## src/rtl/vreg_pkg.sv

```systemverilog
package vreg_pkg;
  localparam int NBANK = 4;
  localparam int BK_CRT  = 0;
  localparam int BK_ATTR = 1;
  localparam int BK_SEQ  = 2;
  localparam int BK_GFX  = 3;
  localparam int POS_W   = 16;

  localparam logic [15:0] P_CRT_IDX  = 16'h03D4;
  localparam logic [15:0] P_CRT_DAT  = 16'h03D5;
  localparam logic [15:0] P_MONO_IDX = 16'h03B4;
  localparam logic [15:0] P_MONO_DAT = 16'h03B5;
  localparam logic [15:0] P_ATTR_WR  = 16'h03C0;
  localparam logic [15:0] P_ATTR_RD  = 16'h03C1;
  localparam logic [15:0] P_SEQ_IDX  = 16'h03C4;
  localparam logic [15:0] P_SEQ_DAT  = 16'h03C5;
  localparam logic [15:0] P_GFX_IDX  = 16'h03CE;
  localparam logic [15:0] P_GFX_DAT  = 16'h03CF;
  localparam logic [15:0] P_STAT    = 16'h03DA;

  localparam logic [7:0] CUR_HI_IDX = 8'h0E;
  localparam logic [7:0] CUR_LO_IDX = 8'h0F;

  function automatic int bank_depth(input int b);
    case (b)
      BK_CRT:  return 25;
      BK_ATTR: return 21;
      BK_SEQ:  return 5;
      default: return 9;
    endcase
  endfunction

  function automatic logic [7:0] bank_rst0(input int b);
    return (b == BK_SEQ) ? 8'h03 : 8'h00;
  endfunction

  function automatic logic [15:0] bank_idx_port(input int b);
    case (b)
      BK_CRT:  return P_CRT_IDX;
      BK_ATTR: return P_ATTR_WR;
      BK_SEQ:  return P_SEQ_IDX;
      default: return P_GFX_IDX;
    endcase
  endfunction

  function automatic logic [15:0] bank_dat_port(input int b);
    case (b)
      BK_CRT:  return P_CRT_DAT;
      BK_ATTR: return P_ATTR_WR;
      BK_SEQ:  return P_SEQ_DAT;
      default: return P_GFX_DAT;
    endcase
  endfunction
endpackage

```

## src/rtl/vreg_bank.sv

```systemverilog
module vreg_bank #(
  parameter int         DEPTH = 8,
  parameter logic [7:0] RST0  = 8'h00
) (
  input  logic       clk,
  input  logic       rst_n,
  input  logic       idx_we,
  input  logic [7:0] idx_wd,
  input  logic       dat_we,
  input  logic [7:0] dat_wd,
  output logic [7:0] idx_q,
  output logic [7:0] dat_q
);
  localparam logic [7:0] DEPTH_V = 8'(DEPTH);

  logic [7:0] regs [DEPTH];
  logic       idx_in;

  assign idx_in = (idx_q < DEPTH_V);

  always_ff @(posedge clk) begin
    if (!rst_n) idx_q <= 8'h00;
    else if (idx_we) idx_q <= idx_wd;
  end

  always_ff @(posedge clk) begin
    for (int i = 0; i < DEPTH; i++) begin
      if (!rst_n) regs[i] <= (i == 0) ? RST0 : 8'h00;
      else if (dat_we && idx_q == 8'(i)) regs[i] <= dat_wd;
    end
  end

  always_comb begin
    dat_q = 8'h00;
    for (int i = 0; i < DEPTH; i++)
      if (idx_q == 8'(i)) dat_q = regs[i];
  end

  assert_wr_then_rd_R2: assert property (@(posedge clk) disable iff (!rst_n)
    (dat_we && idx_in && !idx_we) |=> (dat_q == $past(dat_wd)));

  assert_oob_zero_R6: assert property (@(posedge clk) disable iff (!rst_n)
    !idx_in |-> (dat_q == 8'h00));
endmodule

```

## src/rtl/vreg_attr_flop.sv

```systemverilog
module vreg_attr_flop (
  input  logic clk,
  input  logic rst_n,
  input  logic wr_hit,
  input  logic clr,
  output logic tog_data
);
  always_ff @(posedge clk) begin
    if (!rst_n)      tog_data <= 1'b0;
    else if (clr)    tog_data <= 1'b0;
    else if (wr_hit) tog_data <= ~tog_data;
  end

  assert_tog_flip_R3: assert property (@(posedge clk) disable iff (!rst_n)
    (wr_hit && !clr) |=> (tog_data != $past(tog_data)));

  assert_stat_clear_R4: assert property (@(posedge clk) disable iff (!rst_n)
    clr |=> !tog_data);
endmodule

```

## src/rtl/vreg_cursor.sv

```systemverilog
module vreg_cursor #(
  parameter int POS_W = 16,
  parameter int COL_W = 8
) (
  input  logic             clk,
  input  logic             rst_n,
  input  logic             start,
  input  logic [POS_W-1:0] start_pos,
  input  logic [COL_W-1:0] cols,
  output logic             busy,
  output logic [POS_W-1:0] row,
  output logic [COL_W-1:0] col
);
  localparam int CW = $clog2(POS_W + 1);
  localparam int RW = COL_W + 1;
  localparam logic [CW-1:0] LAST = CW'(POS_W - 1);

  logic [RW-1:0]    rem;
  logic [POS_W-1:0] quo;
  logic [COL_W-1:0] div_l;
  logic [CW-1:0]    cnt;
  logic [RW+POS_W-1:0] nxt;

  function automatic logic [RW+POS_W-1:0] div_step(
    input logic [RW-1:0] r, input logic [POS_W-1:0] q, input logic [COL_W-1:0] d);
    logic [RW:0]   trial;
    logic [RW-1:0] r_n;
    logic          bit_n;
    trial = {r, q[POS_W-1]};
    if (trial >= {2'b00, d}) begin
      trial = trial - {2'b00, d};
      bit_n = 1'b1;
    end else begin
      bit_n = 1'b0;
    end
    r_n = trial[RW-1:0];
    return {r_n, q[POS_W-2:0], bit_n};
  endfunction

  assign nxt = div_step(rem, quo, div_l);

  always_ff @(posedge clk) begin
    if (!rst_n) begin
      busy  <= 1'b0;
      rem   <= '0;
      quo   <= '0;
      div_l <= COL_W'(1);
      cnt   <= '0;
      row   <= '0;
      col   <= '0;
    end else if (start && !busy) begin
      busy  <= 1'b1;
      rem   <= '0;
      quo   <= start_pos;
      div_l <= cols;
      cnt   <= '0;
    end else if (busy) begin
      rem <= nxt[RW+POS_W-1:POS_W];
      quo <= nxt[POS_W-1:0];
      cnt <= cnt + 1'b1;
      if (cnt == LAST) begin
        busy <= 1'b0;
        row  <= nxt[POS_W-1:0];
        col  <= nxt[POS_W+COL_W-1:POS_W];
      end
    end
  end

  assert_col_in_range_R9: assert property (@(posedge clk) disable iff (!rst_n)
    !busy |-> (col < div_l));

  assert_start_idle_R10: assert property (@(posedge clk) disable iff (!rst_n)
    start |-> !busy);
endmodule

```

## src/rtl/vreg_portfile.sv

```systemverilog
module vreg_portfile
  import vreg_pkg::*;
#(
  parameter int COL_W = 8
) (
  input  logic             clk,
  input  logic             rst_n,
  input  logic [15:0]      addr,
  input  logic             wr_en,
  input  logic             rd_en,
  input  logic [7:0]       wdata,
  input  logic [7:0]       stat_in,
  input  logic [COL_W-1:0] cols,
  output logic [7:0]       rdata,
  output logic [POS_W-1:0] cur_row,
  output logic [COL_W-1:0] cur_col,
  output logic             cur_busy
);
  localparam int WW = POS_W + COL_W + 1;

  logic [7:0] bk_idx [NBANK];
  logic [7:0] bk_dat [NBANK];
  logic       attr_tog;
  logic       attr_hit;
  logic       stat_rd;
  logic       cur_hit;
  logic       cur_block;
  logic       cur_start;
  logic [POS_W-1:0] pos_now;
  logic [POS_W-1:0] pos_new;
  logic [7:0] rd_mux;

  function automatic logic [POS_W-1:0] cur_linear(
    input logic [POS_W-1:0] r, input logic [COL_W-1:0] c, input logic [COL_W-1:0] n);
    logic [WW-1:0] w;
    w = WW'(r) * WW'(n) + WW'(c);
    return w[POS_W-1:0];
  endfunction

  function automatic logic [POS_W-1:0] cur_merge(
    input logic [POS_W-1:0] p, input logic hi, input logic [7:0] b);
    return hi ? {b, p[7:0]} : {p[POS_W-1:8], b};
  endfunction

  assign attr_hit = wr_en && (addr == P_ATTR_WR);
  assign stat_rd  = rd_en && (addr == P_STAT);
  assign cur_hit  = wr_en && (addr == P_CRT_DAT) &&
                    ((bk_idx[BK_CRT] == CUR_HI_IDX) || (bk_idx[BK_CRT] == CUR_LO_IDX));
  assign cur_block = cur_hit && cur_busy;
  assign cur_start = cur_hit && !cur_busy;
  assign pos_now   = cur_linear(cur_row, cur_col, cols);
  assign pos_new   = cur_merge(pos_now, bk_idx[BK_CRT] == CUR_HI_IDX, wdata);

  vreg_attr_flop u_attr_flop (
    .clk(clk), .rst_n(rst_n), .wr_hit(attr_hit), .clr(stat_rd), .tog_data(attr_tog)
  );

  for (genvar b = 0; b < NBANK; b++) begin : g_bank
    logic iw;
    logic dw;
    if (b == BK_ATTR) begin : g_attr
      assign iw = attr_hit && !attr_tog;
      assign dw = attr_hit && attr_tog;
    end else if (b == BK_CRT) begin : g_crt
      assign iw = wr_en && (addr == bank_idx_port(b));
      assign dw = wr_en && (addr == bank_dat_port(b)) && !cur_block;
    end else begin : g_plain
      assign iw = wr_en && (addr == bank_idx_port(b));
      assign dw = wr_en && (addr == bank_dat_port(b));
    end

    vreg_bank #(.DEPTH(bank_depth(b)), .RST0(bank_rst0(b))) u_bank (
      .clk(clk), .rst_n(rst_n),
      .idx_we(iw), .idx_wd(wdata),
      .dat_we(dw), .dat_wd(wdata),
      .idx_q(bk_idx[b]), .dat_q(bk_dat[b])
    );
  end

  vreg_cursor #(.POS_W(POS_W), .COL_W(COL_W)) u_cursor (
    .clk(clk), .rst_n(rst_n),
    .start(cur_start), .start_pos(pos_new), .cols(cols),
    .busy(cur_busy), .row(cur_row), .col(cur_col)
  );

  always_comb begin
    case (addr)
      P_CRT_IDX: rd_mux = bk_idx[BK_CRT];
      P_CRT_DAT: rd_mux = bk_dat[BK_CRT];
      P_ATTR_RD: rd_mux = bk_dat[BK_ATTR];
      P_SEQ_IDX: rd_mux = bk_idx[BK_SEQ];
      P_SEQ_DAT: rd_mux = bk_dat[BK_SEQ];
      P_GFX_IDX: rd_mux = bk_idx[BK_GFX];
      P_GFX_DAT: rd_mux = bk_dat[BK_GFX];
      P_STAT:    rd_mux = stat_in;
      default:   rd_mux = 8'h00;
    endcase
  end

  always_ff @(posedge clk) begin
    if (!rst_n)     rdata <= 8'h00;
    else if (rd_en) rdata <= rd_mux;
    else            rdata <= 8'h00;
  end

  assert_rdata_idle_R2: assert property (@(posedge clk) disable iff (!rst_n)
    !$past(rd_en) |-> (rdata == 8'h00));

  assert_busy_rise_R9: assert property (@(posedge clk) disable iff (!rst_n)
    cur_start |=> cur_busy);
endmodule

```

## config.mk

```make
export PLATFORM = sky130hd
export DESIGN_NAME = vreg_portfile
export DESIGN_NICKNAME = d
export VERILOG_FILES = /design/src/rtl/vreg_pkg.sv /design/src/rtl/vreg_bank.sv /design/src/rtl/vreg_attr_flop.sv /design/src/rtl/vreg_cursor.sv /design/src/rtl/vreg_portfile.sv
export SDC_FILE = /design/constraint.sdc
export NUM_CORES = 1
export LEC_CHECK = 0
export ABC_AREA = 1
export BUFFER_PORTS_ARGS = -buffer_cell sky130_fd_sc_hd__buf_4
export CAP_MARGIN = 30
export CELL_PAD_IN_SITES_DETAIL_PLACEMENT = 1
export CELL_PAD_IN_SITES_GLOBAL_PLACEMENT = 2
export CORE_ASPECT_RATIO = 0.9
export CORE_MARGIN = 5
export CORE_UTILIZATION = 39
export DETAILED_ROUTE_END_ITERATION = 8
export GPL_TIMING_DRIVEN = 0
export PLACE_DENSITY = 0.81
export SETUP_SLACK_MARGIN = 0.1
export SYNTH_ARGS = -nofsm -noshare
export SYNTH_HDL_FRONTEND = slang
export SYNTH_HIERARCHICAL = 1
export SYNTH_SLANG_ARGS = --single-unit
```

## constraint.sdc

```tcl
create_clock -name clk -period 5.5 [get_ports clk]
set_input_delay 0.55 -clock clk [delete_from_list [all_inputs] [get_ports clk]]
set_output_delay 0.55 -clock clk [all_outputs]
set_load 0.02 [all_outputs]
```

==> impl_metrics.toml <==
[placement]
gp_congestion = 0.8298
numPortBuffers = 76
hpwlAfterDp_um = 71950
dpl.cell_count = 4794

[routing]
via_per_inst = 5.023
finalWirelength_um = 96060
vias = 24690
wl_per_cell_um = 19.54
final_antenna_net_count = 0
first_pass_iters = 8
drc = 0
drt-initial-drc-count = 1604

[timing]
setup_viol = 0
finalHoldViolations = 0
tightest_slew_ns = 0.9164
min_period_over_period = 0.8985
fin_crit_ns = 4.942
fin_skew_ns = 0.03043
grt_setup_unrepaired = "no"
slew_violations = 0
relSlewSlack = 0.3844
fmax_mhz = 202.4

[clock_network]
clock_latency_ns = 0.61
post_cts_buffers = 0
cts_tree = "yes"
post_cts_resize_count = 0
cts_hold_buf = 0
cts_made_buffers = 67
path_clk_slew_ns = 0.05
cts_max_level = 3
cts_buffer_depth = 3
root_buffer = "clkbuf_16"
cts.sinks = 584

[grt]
grt_pass1_vias = 25520
grt_usage = 0.2239
grt_pass1_wl_um = 148800
grt_max_degree = 22
gr-total-overflow = 0
antenna_found_initial = 2

[floorplanning]
die_area_um2 = 85450
rows = 98
core_um2 = 79210
start_util = 0.3924
die_x_um = 307.6
pin_count = 77
fp.dieH_um = 277.8

[yosys]
syn_area_um2 = 31080
yosys_warnings = 6
yosysSeqAreaShare = 0.5307
syn_area_per_cell_um2 = 8.563
netlist-cell-type-count = 52
synth_ff_type = "edfxtp_1"
synthesis.nets = 3784
yosys_register_bits = 584
synth_edf_count = 480
async_reset_ff_frac = 0
synthCells = 3630

[worst_hold_path]
worstHoldEndpoint = "u_cursor/div_l[0]"
hold_path.class = "input port to flip-flop"
holdPathStages = 3
worstHoldStart = "cols[0]"

[worst_setup_path]
r2r-start = "u_cursor/row[6]"
worst_setup_path_end_kind = "flip-flop"
critPathBufInv = 7
cp_common_cell = "nand2_1"
slowest_stage = "fa_1"
reg2reg_slack_ns = 0.60
critPathKind = "input port to flip-flop"
r2r-end = "u_cursor/quo[11]"
cp.arrival_ns = 5.47
critPathMaxStageDelay_ns = 0.52
required_ns = 6.03
crit_path_start_kind = "input port"
crit_family = "adder cells"
worstPathMaxFanout = 10
path_cells = "buf_4 > clkbuf_1 > clkbuf_2 > nand2_1 > fa_1 > inv_1 > fa_1 > inv_1 > fa_1 > fa_1 > inv_1 > ha_1 > nand2_1 > o21ai_1 > nand2_1 > nand3_1 > xnor2_1 > o21ai_0 > nand2_1 > o221ai_1 > nand2_1 > inv_1"
rr_worst_depth = 20

[power]
power_mw = 9.480
p_leak_nw = 15.16
ir_worst_vdd_mv = 0.2209
power_density_nw_per_um2 = 269.1

[layout]
n_antenna_cell = 0
layout-drive-gt1-share = 0.1012
syn2layout_area_growth_pct = 13.32
fin_cells = 4915
nFillCells = 9470
layout.nets = 3967

[run]
drv_cap = 0

[outcome]
outcome = "completed"
==> synthesized netlist by cell type (4+ instances only) <==
cell	n	area, um^2
nand2_2	22	137.6
buf_4	7	52.55
o21ai_1	9	45.04
nor3_1	26	130.1
xor2_1	6	52.55
buf_6	4	45.04
inv_1	479	1798
nand3_2	12	120.1
clkinv_1	18	67.56
or2_2	28	175.2
or2_1	5	31.28
xnor2_1	4	35.03
nor2_2	38	237.7
o221ai_1	7	61.31
edfxtp_1	480	14410
nor3_2	10	100.1
inv_2	26	97.59
buf_2	12	60.06
a21oi_1	75	375.4
ha_1	42	525.5
fa_1	68	1361
o21ai_0	97	485.5
nand4_2	5	62.56
nand4_1	82	513.0
nand2_1	860	3228
nor2_4	13	146.4
or2_0	20	125.1
nand3_1	209	1046
nor2_1	737	2766
dfxtp_1	104	2082
a31oi_1	7	43.79
clkbuf_1	79	296.5
buf_1	4	15.01
o211ai_1	8	60.06
==> layout by cell type, fill, tap and decap left out, types with 3 or more instances in the layout <==
cell       synthesis  routed
nor2_4            13      13
nand3b_1           3       3
clkbuf_1          79     101
nand2_4            3       3
fa_1              68      68
dfxtp_1          104     104
nand2_1          860     860
a21oi_1           75      75
o21ai_1            9      10
o221ai_1           7       7
ha_1              42      42
xor2_1             6       6
clkinv_8           0       3
edfxtp_1         480     480
nand3_1          209     209
nand3_2           12      12
nor3_2            10      10
a31oi_1            7       7
nor2_2            38      38
buf_2             12      38
buf_6              4       4
inv_1            479     479
nor3_1            26      26
nor2_1           737     737
nand4_2            5       5
or2_2             28      28
o211ai_1           8       8
buf_1              4       4
nand4_1           82      82
inv_2             26      26
or2_1              5       5
clkinv_1          18      30
or2_0             20      20
buf_4              7      95
clkbuf_16          0      70
clkinv_2           0      10
a22o_1             3       3
o21ai_0           97      96
xnor2_1            4       4
nand2_2           22      22
==> worst max path at each step <==
stage	endpoint	from	slack, ns	cells after the start
global placement	u_cursor/quo[15]	cols[0]	-0.30	24
floorplan	u_cursor/quo[9]	cols[0]	0.85	22
finish	u_cursor/quo[11]	cols[0]	0.56	22
detailed placement	u_cursor/quo[15]	cols[0]	-0.43	24
global route	u_cursor/quo[15]	cols[0]	0.24	24
CTS	u_cursor/quo[15]	cols[0]	0.22	24
==> cell type report <==
type	count	area, um^2	share of cell area
Buffer	107	485.5	0.01378
Clock inverter	27	182.7	0.005186
Sequential cell	584	16500	0.4683
Multi-Input combinational cell	2416	12140	0.3447
Clock buffer	94	1852	0.05257
Tap cell	1050	1314	0.03730
Inverter	523	1963	0.05573
Timing Repair Buffer	114	790.8	0.02245
==> sequential cells by signal (all words and copies together) (netlist names) <==
register and count:
u_cursor/row 16, g_bank.u_bank/regs 480, u_cursor/rem 9, g_bank.u_bank/idx_q 32, u_cursor/busy 1, rdata 8, u_cursor/div_l 8, u_attr_flop/tog_data 1
u_cursor/col 8, u_cursor/quo 16, u_cursor/cnt 5
==> tightest hold or removal path, stage by stage <==
cell     delay (ns)
buf_4          0.10
nand2_1        0.05
nand3_1        0.07
==> per-stage QoR <==
step	hold slack (ns)	worst slack (ns)	cell area (um^2)	TNS [ns]	utilization
floorplan	0.4325	0.8540	31080	0	-
global route	0.2237	0.2432	35220	0	0.4447
CTS	0.1693	0.2167	35220	0	0.4447
finish	0.2146	0.5584	35220	0	0.4447
detailed placement	0.4657	-0.4274	33190	-1.800	0.4190
global placement	0.4515	-0.3049	32970	-1.094	0.4162
==> metal layers <==
metal	GRT usage	vias up	routed length, um
met5	0	-	0
met4	0.05330	0	2264
met3	0.02397	122	3605
met2	0.3778	431	45820
met1	0.3117	12140	44370
li1	-	11990	-
==> where the power goes <==
| group | internal [mW] | total [mW] | switching [mW] |
|---|---|---|---|
| Clock | 2.40 | 4.18 | 1.78 |
| Sequential | 4.89 | 4.92 | 0.0318 |
| Combinational | 0.0728 | 0.381 | 0.308 |
==> logic make-up (layout without fill, tap and decap cells) <==
group,after synthesis,after routing,synth area share
adder cells (fa/ha/maj),110,110,0.06070
buffers and inverters,630,865,0.07873
XOR/XNOR,10,10,0.002818
AND/OR/NAND/NOR,2084,2084,0.2902
AO/OA/AOI/OAI,212,212,0.03683
flip-flops,584,584,0.5307
Note: power is estimated with default switching activity, not from simulation.
